<file path="config.mk">
export PLATFORM = sky130hd
export DESIGN_NAME = frac_baud_gen
export DESIGN_NICKNAME = d
export VERILOG_FILES = /design/src/rtl/fbg_pkg.sv /design/src/rtl/fbg_ctrl.sv /design/src/rtl/fbg_datapath.sv /design/src/rtl/frac_baud_gen.sv
export SDC_FILE = /design/constraint.sdc
export NUM_CORES = 1
export LEC_CHECK = 0
export ABC_AREA = 1
export BUFFER_PORTS_ARGS = -buffer_cell sky130_fd_sc_hd__clkbuf_2
export CAP_MARGIN = 0
export CORE_ASPECT_RATIO = 0.8
export CORE_MARGIN = 4
export CORE_UTILIZATION = 65
export CTS_CLUSTER_DIAMETER = 100
export DETAILED_ROUTE_END_ITERATION = 12
export PLACE_DENSITY = 0.95
export SLEW_MARGIN = 5
export SYNTH_ARGS = -nofsm -noshare
export SYNTH_HDL_FRONTEND = slang
export SYNTH_SLANG_ARGS = --single-unit
</file>
<file path="constraint.sdc">
create_clock -name clk -period 5.5 [get_ports clk]
set_input_delay 0.55 -clock clk [delete_from_list [all_inputs] [get_ports clk]]
set_output_delay 0.55 -clock clk [all_outputs]
set_load 0.02 [all_outputs]
</file>
<file path="src/rtl/fbg_pkg.sv">
package fbg_pkg;
  localparam int FRAC_W = 4;
  localparam int ADDR_W = 3;
  localparam int DATA_W = 16;

  localparam logic [ADDR_W-1:0] ADDR_CTRL      = 3'd0;
  localparam logic [ADDR_W-1:0] ADDR_IR_FRAC   = 3'd1;
  localparam logic [ADDR_W-1:0] ADDR_IR_CNT    = 3'd2;
  localparam logic [ADDR_W-1:0] ADDR_UART_FRAC = 3'd3;
  localparam logic [ADDR_W-1:0] ADDR_UART_CNT  = 3'd4;

  // correction field position inside its write word
  localparam int FRAC_LSB = 4;

  typedef struct packed {
    logic restart;   // reload both dividers at phase zero
    logic errClr;    // one-cycle receive error clear
  } strobe_t;
endpackage

</file>
<file path="src/rtl/fbg_ctrl.sv">
module fbg_ctrl
  import fbg_pkg::*;
#(
  parameter int IR_CNT_W   = 4,
  parameter int UART_CNT_W = 12,
  parameter int IR_CNT_RST = 1
) (
  input  logic                  clk,
  input  logic                  rstN,
  input  logic                  wrEn,
  input  logic [ADDR_W-1:0]     wrAddr,
  input  logic [DATA_W-1:0]     wrData,
  output logic [IR_CNT_W-1:0]   irCount,
  output logic [FRAC_W-1:0]     irFrac,
  output logic [UART_CNT_W-1:0] uartCount,
  output logic [FRAC_W-1:0]     uartFrac,
  output logic                  pulseWide,
  output logic                  cfgErr,
  output strobe_t               strb
);
  logic [FRAC_W-1:0]   fracField;
  logic [IR_CNT_W-1:0] irField;
  logic                irZero;
  logic                cfgAccept;

  assign fracField = wrData[FRAC_LSB +: FRAC_W];
  assign irField   = wrData[IR_CNT_W-1:0];
  assign irZero    = (irField == '0);

  always_comb begin
    cfgAccept = 1'b0;
    if (wrEn) begin
      unique case (wrAddr)
        ADDR_IR_FRAC, ADDR_UART_FRAC, ADDR_UART_CNT: cfgAccept = 1'b1;
        ADDR_IR_CNT:                                 cfgAccept = !irZero;
        default:                                     cfgAccept = 1'b0;
      endcase
    end
  end

  always_ff @(posedge clk) begin
    if (!rstN) begin
      irCount     <= IR_CNT_W'(IR_CNT_RST);
      irFrac      <= '0;
      uartCount   <= '0;
      uartFrac    <= '0;
      pulseWide   <= 1'b0;
      cfgErr      <= 1'b0;
      strb.restart <= 1'b1;
      strb.errClr  <= 1'b0;
    end else begin
      strb.restart <= cfgAccept;
      strb.errClr  <= wrEn && (wrAddr == ADDR_CTRL) && wrData[0];
      if (wrEn) begin
        unique case (wrAddr)
          ADDR_CTRL:      pulseWide <= wrData[1];
          ADDR_IR_FRAC:   irFrac    <= fracField;
          ADDR_IR_CNT: begin
            if (irZero) cfgErr  <= 1'b1;
            else        irCount <= irField;
          end
          ADDR_UART_FRAC: uartFrac  <= fracField;
          ADDR_UART_CNT:  uartCount <= wrData[UART_CNT_W-1:0];
          default: ;
        endcase
      end
    end
  end

  p_err_sticky_r4: assert property (@(posedge clk) disable iff (!rstN)
    cfgErr |=> cfgErr);
  p_count_nonzero_r4: assert property (@(posedge clk) disable iff (!rstN)
    irCount != '0);
  p_clr_from_write_r7: assert property (@(posedge clk) disable iff (!rstN)
    strb.errClr |-> $past(wrEn) && ($past(wrAddr) == ADDR_CTRL));
endmodule

</file>
<file path="src/rtl/fbg_datapath.sv">
module fbg_datapath
  import fbg_pkg::*;
#(
  parameter int IR_CNT_W   = 4,
  parameter int UART_CNT_W = 12
) (
  input  logic                  clk,
  input  logic                  rstN,
  input  strobe_t               strb,
  input  logic [IR_CNT_W-1:0]   irCount,
  input  logic [FRAC_W-1:0]     irFrac,
  input  logic [UART_CNT_W-1:0] uartCount,
  input  logic [FRAC_W-1:0]     uartFrac,
  output logic                  irTick,
  output logic                  uartTick
);
  localparam int CNT_MAX_W = (IR_CNT_W > UART_CNT_W) ? IR_CNT_W : UART_CNT_W;
  localparam int PER_W     = CNT_MAX_W + FRAC_W + 1;
  localparam int N_LANE    = 2;

  logic [PER_W-1:0]  base [N_LANE];
  logic [FRAC_W-1:0] frac [N_LANE];
  logic [N_LANE-1:0] tickVec;

  assign base[0] = PER_W'(irCount) + PER_W'(1);
  assign base[1] = (PER_W'(uartCount) + PER_W'(1)) << FRAC_W;
  assign frac[0] = irFrac;
  assign frac[1] = uartFrac;

  for (genvar g = 0; g < N_LANE; g++) begin : g_lane
    logic [PER_W-1:0]  cnt;
    logic [FRAC_W-1:0] acc;
    logic [FRAC_W:0]   sum;

    assign sum = {1'b0, acc} + {1'b0, frac[g]};

    always_ff @(posedge clk) begin
      if (!rstN) begin
        cnt <= '0;
        acc <= '0;
      end else if (strb.restart) begin
        cnt <= base[g] - PER_W'(1);
        acc <= frac[g];
      end else if (cnt == '0) begin
        cnt <= base[g] - PER_W'(1) + PER_W'(sum[FRAC_W]);
        acc <= sum[FRAC_W-1:0];
      end else begin
        cnt <= cnt - PER_W'(1);
      end
    end

    assign tickVec[g] = (cnt == '0) && !strb.restart;

    p_tick_single_r6: assert property (@(posedge clk) disable iff (!rstN)
      tickVec[g] |=> !tickVec[g]);
    p_no_early_tick_r5: assert property (@(posedge clk) disable iff (!rstN)
      strb.restart |=> !tickVec[g]);
    p_cnt_range_r1: assert property (@(posedge clk) disable iff (!rstN)
      !strb.restart |-> cnt <= base[g]);
  end

  assign irTick   = tickVec[0];
  assign uartTick = tickVec[1];
endmodule

</file>
<file path="src/rtl/frac_baud_gen.sv">
module frac_baud_gen
  import fbg_pkg::*;
#(
  parameter int IR_CNT_W   = 4,
  parameter int UART_CNT_W = 12,
  parameter int IR_CNT_RST = 1
) (
  input  logic        clk,
  input  logic        rstN,
  input  logic        wrEn,
  input  logic [2:0]  wrAddr,
  input  logic [15:0] wrData,
  output logic        irTick,
  output logic        uartTick,
  output logic        txPulseWide,
  output logic        rxErrClr,
  output logic        cfgErr
);
  strobe_t               strb;
  logic [IR_CNT_W-1:0]   irCount;
  logic [FRAC_W-1:0]     irFrac;
  logic [UART_CNT_W-1:0] uartCount;
  logic [FRAC_W-1:0]     uartFrac;

  fbg_ctrl #(
    .IR_CNT_W(IR_CNT_W), .UART_CNT_W(UART_CNT_W), .IR_CNT_RST(IR_CNT_RST)
  ) u_ctrl (
    .clk(clk), .rstN(rstN), .wrEn(wrEn), .wrAddr(wrAddr), .wrData(wrData),
    .irCount(irCount), .irFrac(irFrac), .uartCount(uartCount),
    .uartFrac(uartFrac), .pulseWide(txPulseWide), .cfgErr(cfgErr),
    .strb(strb)
  );

  fbg_datapath #(
    .IR_CNT_W(IR_CNT_W), .UART_CNT_W(UART_CNT_W)
  ) u_dp (
    .clk(clk), .rstN(rstN), .strb(strb), .irCount(irCount), .irFrac(irFrac),
    .uartCount(uartCount), .uartFrac(uartFrac),
    .irTick(irTick), .uartTick(uartTick)
  );

  assign rxErrClr = strb.errClr;
endmodule

</file>
# Word-level counts from Yosys, hierarchy flattened
# Index checks and enable logic that the tools add are counted.
# totals
wordCells,56
output_inout_bits,5
register_bits,70
# op_classes
bitwise,1
reduce_logical,19
n_addsub,10
mux,10
eq_ne,4
# ops
operator,n
17-bit two-way mux,4
"17-bit by 1-bit subtractor with 17-bit output, second input constant",4
17-bit by 1-bit adder with 17-bit output,2
17-bit zero test,2
4-bit two-way mux,4
"12-bit by 1-bit adder with 13-bit output, second input constant",1
4-bit by 4-bit adder with 5-bit output,2
2-bit AND reduction,4
"3-bit by 2-bit equality test with 1-bit output, second input constant",2
3-bit AND reduction,2
"4-bit by 1-bit adder with 5-bit output, second input constant",1
1-bit logical AND,4
4-bit zero test,1
2-bit nonzero test,2
"3-bit by 1-bit equality test with 1-bit output, second input constant",1
"3-bit equality test, second input constant",1
3-bit zero test,1
3-bit OR reduction,1
1-bit zero test,2
1-bit one-hot mux with 2 select lines,1
1-bit two-way mux,1
1-bit NOT,1

# Depth between registers and ports, before layout
# Gate-level depths: netlist of the first run.
# logic_depth
depth_word,5
ltp_mapped,19
ltp_nobuf,19

# Modules after synthesis
# From an unflattened synthesis of the first run, not the netlist that was laid out.
# unflattened
hier_cells,707
hier_area_um2,4649.5
# modules_own_cells
module,cells_per_inst,instances,area_each_um2,seq_area_each_um2
fbg_datapath,558,1,3525.9,840.8
fbg_ctrl,149,1,1123.6,560.5

# Least setup slack after synthesis of the first run
# No wires, ideal clock.
# synth_path
path_type,flip-flop to output port
startpoint,reg u_dp.g_lane[1].cnt[0]
endpoint,out uartTick
path_stages_with_launch,12
arrival_ns,1.697
required_time_ns,4.950
slack_ns,3.253
cell_sequence,dfxtp_1 > inv_1 > ha_1 > inv_1 > nor2_1 > inv_2 > nor2_2 > nand3_1 > or2_1 > nor3_1 > nand4_1 > inv_1
# synth_between
elab_chain_len,2
# synth_lines
element,line_no,source
start: declaration,fbg_datapath.sv:31,logic [PER_W-1:0] cnt;
start signal: assignment,fbg_datapath.sv:42,cnt <= base[g] - PER_W'(1);
start signal: assignment,fbg_datapath.sv:45,cnt <= base[g] - PER_W'(1) + PER_W'(sum[FRAC_W]);
start signal: assignment,fbg_datapath.sv:48,cnt <= cnt - PER_W'(1);
17-bit zero test,fbg_datapath.sv:52,assign tickVec[g] = (cnt == '0) && !strb.restart;
1-bit logical AND,fbg_datapath.sv:52,
end: declaration,frac_baud_gen.sv:14,"output logic uartTick,"
# Every way passes these cells.

# Worst setup path after layout of the first run
# Ends and elaborated chain as after synthesis.

==> results of run 1 <==
==> state kept, by name, summed over array words and instances (netlist names) <==
register / count
u_ctrl.cfgErr: 1
u_ctrl.irFrac: 4
u_ctrl.uartCount: 12
u_ctrl.irCount: 4
u_ctrl.uartFrac: 4
u_ctrl.pulseWide: 1
u_ctrl.strb: 2
u_dp.g_lane.acc: 8
u_dp.g_lane.cnt: 34
==> through the flow <==
step,setup slack [ps],util [%],cell area [um^2],cells
floorplan,3250,-,4870,738
global placement,2900,70.5,5000,831
detailed placement,2810,70.5,5000,831
CTS,2400,73.8,5240,847
global route,2130,73.8,5240,847
finish,2370,73.8,5240,847
==> worst max path at each step <==
stage / start / endpoint / slack, ps / cells past startpoint
detailed placement: u_dp.g_lane[1].cnt[0] / uartTick / 2810 / 12
global placement: u_dp.g_lane[1].cnt[0] / uartTick / 2900 / 12
CTS: u_dp.g_lane[1].cnt[0] / uartTick / 2400 / 12
floorplan: u_dp.g_lane[1].cnt[0] / uartTick / 3250 / 11
global route: u_dp.g_lane[1].cnt[1] / uartTick / 2130 / 12
finish: u_dp.g_lane[1].cnt[0] / uartTick / 2370 / 12
==> layout make-up <==
type                            count  area (um^2)
Multi-Input combinational cell    548         2990
Clock inverter                      5         81.3
Sequential cell                    70         1400
Inverter                          103          388
Fill cell                         505         1860
Timing Repair Buffer               23          118
Tap cell                           87          109
Clock buffer                       11          151
==> critical path, stage by stage (launching register included) <==
cell	delay, ps
dfxtp_1	310
inv_1	80
ha_1	190
inv_1	60
nor2_1	220
inv_2	100
nor2_2	130
nand3_1	90
or2_1	270
nor3_1	160
nand4_1	210
inv_1	200
clkbuf_2	200
==> placed cells by master (no fill, tap or decap), types with 2 or more instances in the layout <==
| cell | n |
|---|---|
| a31oi_1 | 12 |
| nor2_4 | 8 |
| xnor2_1 | 20 |
| xor2_1 | 20 |
| nand2_2 | 17 |
| nand3_2 | 2 |
| or2_2 | 3 |
| clkbuf_2 | 22 |
| nand3b_1 | 2 |
| nor2_2 | 14 |
| nor3_2 | 2 |
| inv_1 | 91 |
| fa_1 | 2 |
| nand2_1 | 155 |
| nand4_1 | 10 |
| bufinv_16 | 2 |
| dfxtp_1 | 70 |
| o21ai_1 | 5 |
| nor3_1 | 12 |
| nand3_1 | 52 |
| ha_1 | 17 |
| clkbuf_8 | 11 |
| inv_2 | 10 |
| nor2_1 | 77 |
| o21ai_0 | 49 |
| a21oi_1 | 53 |
| clkinv_2 | 2 |
==> per-layer routing <==
layer / up-vias / routed length (um) / part of all wire (%)
met5: - / 0 / 0
met4: 0 / 302 / 2.5
met3: 32 / 1000 / 8.2
met2: 273 / 5730 / 47
met1: 2196 / 5260 / 43
li1: 2418 / - / -
==> kinds of logic (layout without fill, tap and decap cells) <==
| group | count (synthesis) | after routing | synth area share, % |
|---|---|---|---|
| AO/OA/AOI/OAI | 128 | 128 | 14.0 |
| XOR/XNOR | 41 | 41 | 7.76 |
| buffers and inverters | 120 | 142 | 9.79 |
| AND/OR/NAND/NOR | 360 | 360 | 34.4 |
| adder cells (fa/ha/maj) | 19 | 19 | 5.19 |
| flip-flops | 70 | 70 | 28.8 |
==> report_power, final <==
group          internal (uW)  total (uW)  switching [uW]
sequential               539         577            37.8
clock                    280         495             215
combinational            116         321             205
total                    936        1390             458
==> results.md, run 1 <==
- Die Y: 85.4 um
- Hold Path Stages: 3
- Fin Setup TNS: 0 ps
- First-pass DRT Iterations: 5
- RSZ-0062 raised after global routing: no
- # setup viols final: 0
- Overflow after GRT: 0
- Worst hold path endpoint: u_ctrl.strb[1]
- N_diodes: 0
- DRC Markers: 0
- R2r endpoint: u_dp.g_lane[0].cnt[8]
- Clock-pin slew on the worst setup and hold paths: 80 ps
- Critical Path RT: approximately 5000 ps
- Worst Tran Pin Value: approximately 1300 ps
- First-pass GRT wire length: about 21000 um
- Top-count cell post-synth: nand2_1
- Min-delay src: wrEn
- Num ports: 27
- Overall routed net length: approximately 12000 um
- Fin crit period: roughly 3100 ps
- Global Route Usage Sum: between 20% and 30%
- Max-cap violations: 0
- Total power: 1390 uW
- DRT iter0 DRCs: 427
- Final Max Tran Viols: 0
- IO buf count: 22
- Post-synth EDFFs: 0
- Post-Syn Area: 0.00487 mm^2
- Vias in the first global route: 4662
- WL per Instance: roughly 15 um
- Synth-to-layout area growth: 7.61%
- Worst r2r path cells: 13
- Vias: slightly below 5000
- Max Clk Rate: ~0.32 GHz
- Hold Worst Slack: between 400 and 500 ps
- Worst Setup Start Kind: flip-flop
- Top FF cell, synth: dfxtp_1
- Sink Count: 70
- Core area: 0.00709 mm^2
- HPWL Detailed: approximately 8600 um
- Synth cell count leaders: 155 x nand2_1, 91 x inv_1, 77 x nor2_1
- PostCTS Resize Cnt: 0
- Initial Utilization: between 60% and 70%
- CTS tree: done
- Chip Width: 105 um
- ANT nets after route: 0
- Kind of critical path: reg -> out
- Yosys warnings: 0
- Synth area leaders: dfxtp_1 29%, nand2_1 12%, inv_1 7.0%
- Initial antenna violation count: 0
- DR vias/cell: between 5 and 6
- Worst reg2reg setup slack: approximately 2700 ps
- Global routing's busiest layer: met2
- Largest net degree at the start of global routing: 40
- Syn Nets: 779
- Global-route met2 utilization: approximately 47%
- Row count: 27
- Sequential share of the synthesized area: approximately 29%
- Global Route met1 Usage: about a third
- Worst-case clock buffer depth: 2
- Hold crit path type: in -> reg
- Clock insertion delay at the later pin of the skew report: 370 ps
- Worst Clk Skew: 10.5 ps
- Synth top area share: between 20% and 30%
- Synth area leader: dfxtp_1
- CP Capture Type: primary output
- Netlist cell types: between 40 and 50
- CTS buffer count: 9
- Root Buffer: clkbuf_8
- PwrDens: 266 mW/mm^2
- Post-CTS Setup Inserts: 0
- Relative slew slack: between 10% and 20%
- Nets: between 700 and 800
- Seq cells post-synth: 70
- Crit Path Max Fanout: 4
- Asr flop ratio synth: 0%
- Routing usage on met3: under 10%
- Share of post-route cells with drive strength above 1: a little over an eighth
- RePlAce Congestion: around 0.9
- H-tree Lvls: 3
- Run status: finished, final reports clean
- Reg2reg start: u_ctrl.irFrac[0]
- Hold Fails Final Rpt: 0
- Worst path arrival time: 2580 ps
- Syn avg cell area: approximately 6.6 um^2
- Period Utilization, post-route: roughly 57%
- Leakage: between 0.002 and 0.0025 uW
- Post-cts hold buffer count: 0
- Max IR drop VDD: 0.191 mV
- Die area: between 0.008 and 0.009 mm^2
- Cells after Synth: roughly 740
Note: power is estimated with default switching activity, not from simulation.
==> run 2: changes to the inputs <==
--- a/config.mk
+++ b/config.mk
@@ -10,10 +10,10 @@
 export CAP_MARGIN = 0
 export CORE_ASPECT_RATIO = 0.8
 export CORE_MARGIN = 4
-export CORE_UTILIZATION = 65
+export CORE_UTILIZATION = 62
 export CTS_CLUSTER_DIAMETER = 100
 export DETAILED_ROUTE_END_ITERATION = 12
-export PLACE_DENSITY = 0.95
+export PLACE_DENSITY = 0.92
 export SLEW_MARGIN = 5
 export SYNTH_ARGS = -nofsm -noshare
 export SYNTH_HDL_FRONTEND = slang
==> constraint.sdc (replaced) <==
create_clock -name clk -period 3.1 [get_ports clk]
set_input_delay 0.31 -clock clk [delete_from_list [all_inputs] [get_ports clk]]
set_output_delay 0.31 -clock clk [all_outputs]
set_load 0.02 [all_outputs]
==> run 2 against run 1 <==
Compared with the run above: register-to-register slack lost 2200 ps; clock power grew 67%; sequential share of layout area shrank 0.18 points; non-clock buffer count grew 3; setup slack lost 2100 ps; flip-flop and latch count is the same; critical endpoint unchanged; largest cell class unchanged.
==> results.md, run 2 (synthesis results as in run 1) <==
- Root Buffer: clkbuf_8 (unchanged)
- Die Y: 87.2 um (was 85.4 um)
- Worst Tran Pin Value: 910 ps (was 1340 ps)
- Overflow after GRT: 0 (unchanged)
- Worst path arrival time: 2530 ps (was 2580 ps)
- Crit Path Max Fanout: 4 (unchanged)
- Post-CTS Setup Inserts: 0 (unchanged)
- Most flops, register: u_dp.g_lane.cnt (unchanged)
- HPWL Detailed: 8690 um (was 8630 um)
- Chip Width: 107 um (was 105 um)
- RePlAce Congestion: 0.903 (was 0.919)
- Core area: 0.00753 mm^2 (was 0.00709 mm^2)
- Die area: 0.00934 mm^2 (was 0.00894 mm^2)
- Global Route Usage Sum: 26.3% (was 27.9%)
- CP Capture Type: primary output (unchanged)
- Max IR drop VDD: 0.321 mV (was 0.191 mV)
- Largest regs: u_dp.g_lane.cnt x34, u_ctrl.uartCount x12, u_dp.g_lane.acc x8 (unchanged)
- Post-cts hold buffer count: 0 (unchanged)
- Most common cell after layout, fill and taps aside: nand2_1 (unchanged)
- Run status: finished, final reports clean (unchanged)
- Row count: 28 (was 27)
- N_diodes: 0 (unchanged)
- First-pass DRT Iterations: 5 (unchanged)
- Nets: 799 (was 796)
- Leakage: 0.00234 uW (was 0.00233 uW)
- DRC Markers: 0 (unchanged)
- Critical Path RT: 2790 ps (was 4950 ps)
- Buf/Inv on CP: 5 (unchanged)
- IO buf count: 22 (unchanged)
- # setup viols final: 0 (unchanged)
- Largest net degree at the start of global routing: 33 (was 40)
- Fin Setup TNS: 0 ps (unchanged)
- Initial Utilization: 64.6% (was 68.6%)
- RSZ-0062 raised after global routing: no (unchanged)
- H-tree Lvls: 3 (unchanged)
- Kind of critical path: reg -> out (unchanged)
- Clock-pin slew on the worst setup and hold paths: 80 ps (about the same)
- First-pass GRT wire length: 20000 um (was 20600 um)
- CTS buffer count: 9 (unchanged)
- Vias in the first global route: 4481 (was 4662)
- Synth-to-layout area growth: 8.33% (was 7.61%)
- DR vias/cell: 5.60 (was 5.81)
- Sink Count: 70 (unchanged)
- Total power: 2420 uW (was 1390 uW)
- PwrDens: 458 mW/mm^2 (was 266 mW/mm^2)
- Num ports: 27 (unchanged)
- Vias: 4865 (was 4919)
- DRT iter0 DRCs: 550 (was 427)
- Max FFs per register: 34 (unchanged)
- CP max stage cell: dfxtp_1 (unchanged)
- # fillers: 561 (was 505)
- Max incr delay on CP: 300 ps (was 310 ps)
- Most common cell on crit path: inv_1 (unchanged)
- Period Utilization, post-route: approximately 90%
- Worst-path cell chain: inv_1, ha_1, inv_1, nor2_1, inv_2, nor2_2, nand3_1, or2_1, nor3_1, nand4_1, inv_1, clkbuf_2 (unchanged)
- Worst Clk Skew: 9.09 ps (was 10.5 ps)
- ANT nets after route: 0 (unchanged)
- Max-cap violations: 0 (unchanged)
- Max Clk Rate: about 0.35 GHz
- Clock insertion delay at the later pin of the skew report: 350 ps (was 370 ps)
- Worst-case clock buffer depth: 2 (unchanged)
- Fin crit period: approximately 2800 ps
- Initial antenna violation count: 0 (unchanged)
- PostCTS Resize Cnt: 0 (unchanged)
- CTS tree: done (unchanged)
- Share of post-route cells with drive strength above 1: 13.6% (was 13.3%)
- Worst reg2reg setup slack: 510 ps (was 2740 ps)
- Hold crit path type: in -> reg (unchanged)
- Most frequent cells in the layout: 155 x nand2_1, 91 x inv_1, 77 x nor2_1, 70 x dfxtp_1, 53 x a21oi_1 (unchanged)
- Overall routed net length: 11800 um (was 12300 um)
- Worst Setup Start Kind: flip-flop (unchanged)
- Relative slew slack: 39.2% (was 10.7%)
- WL per Instance: 13.6 um (was 14.5 um)
- Crit path max-delay family: simple AND/OR/NAND/NOR gates (unchanged)
- Hold Fails Final Rpt: 0 (unchanged)
- Final Max Tran Viols: 0 (unchanged)
-- run 2: cell count changes in the layout (fill, tap and decap cells not counted) --
cell / delta
clkinv_2: +1
clkbuf_8: -1
clkinv_4: -1
buf_4: +3
clkinvlp_4: +1
-- run 2: final timing paths --
path / start / to / cells after the start
max: u_dp.g_lane[1].cnt[0] / uartTick / 12
min: wrData[2] / u_ctrl.irCount[2] / 3
max reg2reg: u_ctrl.irFrac[0] / u_dp.g_lane[0].cnt[8] / 13
min reg2reg: u_dp.g_lane[0].acc[0] / u_dp.g_lane[0].acc[0] / 2
-- run 2: final cells by class --
class	instances	area, um^2	share of cell area (%)
repair buffers	26	140	2.66
flip-flops and latches	70	1400	26.6
well taps	105	131	2.49
multi-input cells	548	2990	56.7
clock inverters	6	85.1	1.61
clock buffers	10	138	2.61
inverters	103	388	7.36
-- run 2: worst reg2reg max path, delay by kind of cell, from the launching register on --
kind	cells	cell delay, ps
AO/OA/AOI/OAI	4	500
buffers and inverters	1	60
adder cells (fa/ha/maj)	4	1010
flip-flops	1	350
AND/OR/NAND/NOR	4	510
-- run 2: power breakdown --
group	internal, uW	switching [uW]
logic	209	364
clock network	472	357
registers	957	56.2
-- run 2: per-layer routing --
layer	global-route usage [%]	vias to the layer above	share of wire [%]
met3	4.45	35	7.3
met2	43.6	220	46
met4	9.29	0	2.2
met5	0	-	0
li1	-	2415	-
met1	34.7	2195	44
-- run 2: per-stage QoR --
step                hold slack [ps]  utilization (%)  worst slack (ps)  std cells  instance area (um^2)
detailed placement              470             67.0               597        852                  5050
global placement                453             67.0               628        852                  5050
floorplan                       440                -               892        738                  4870
CTS                             209             70.0               259        868                  5270
finish                          226             70.0               259        868                  5270
global route                    230             70.0              77.8        868                  5270
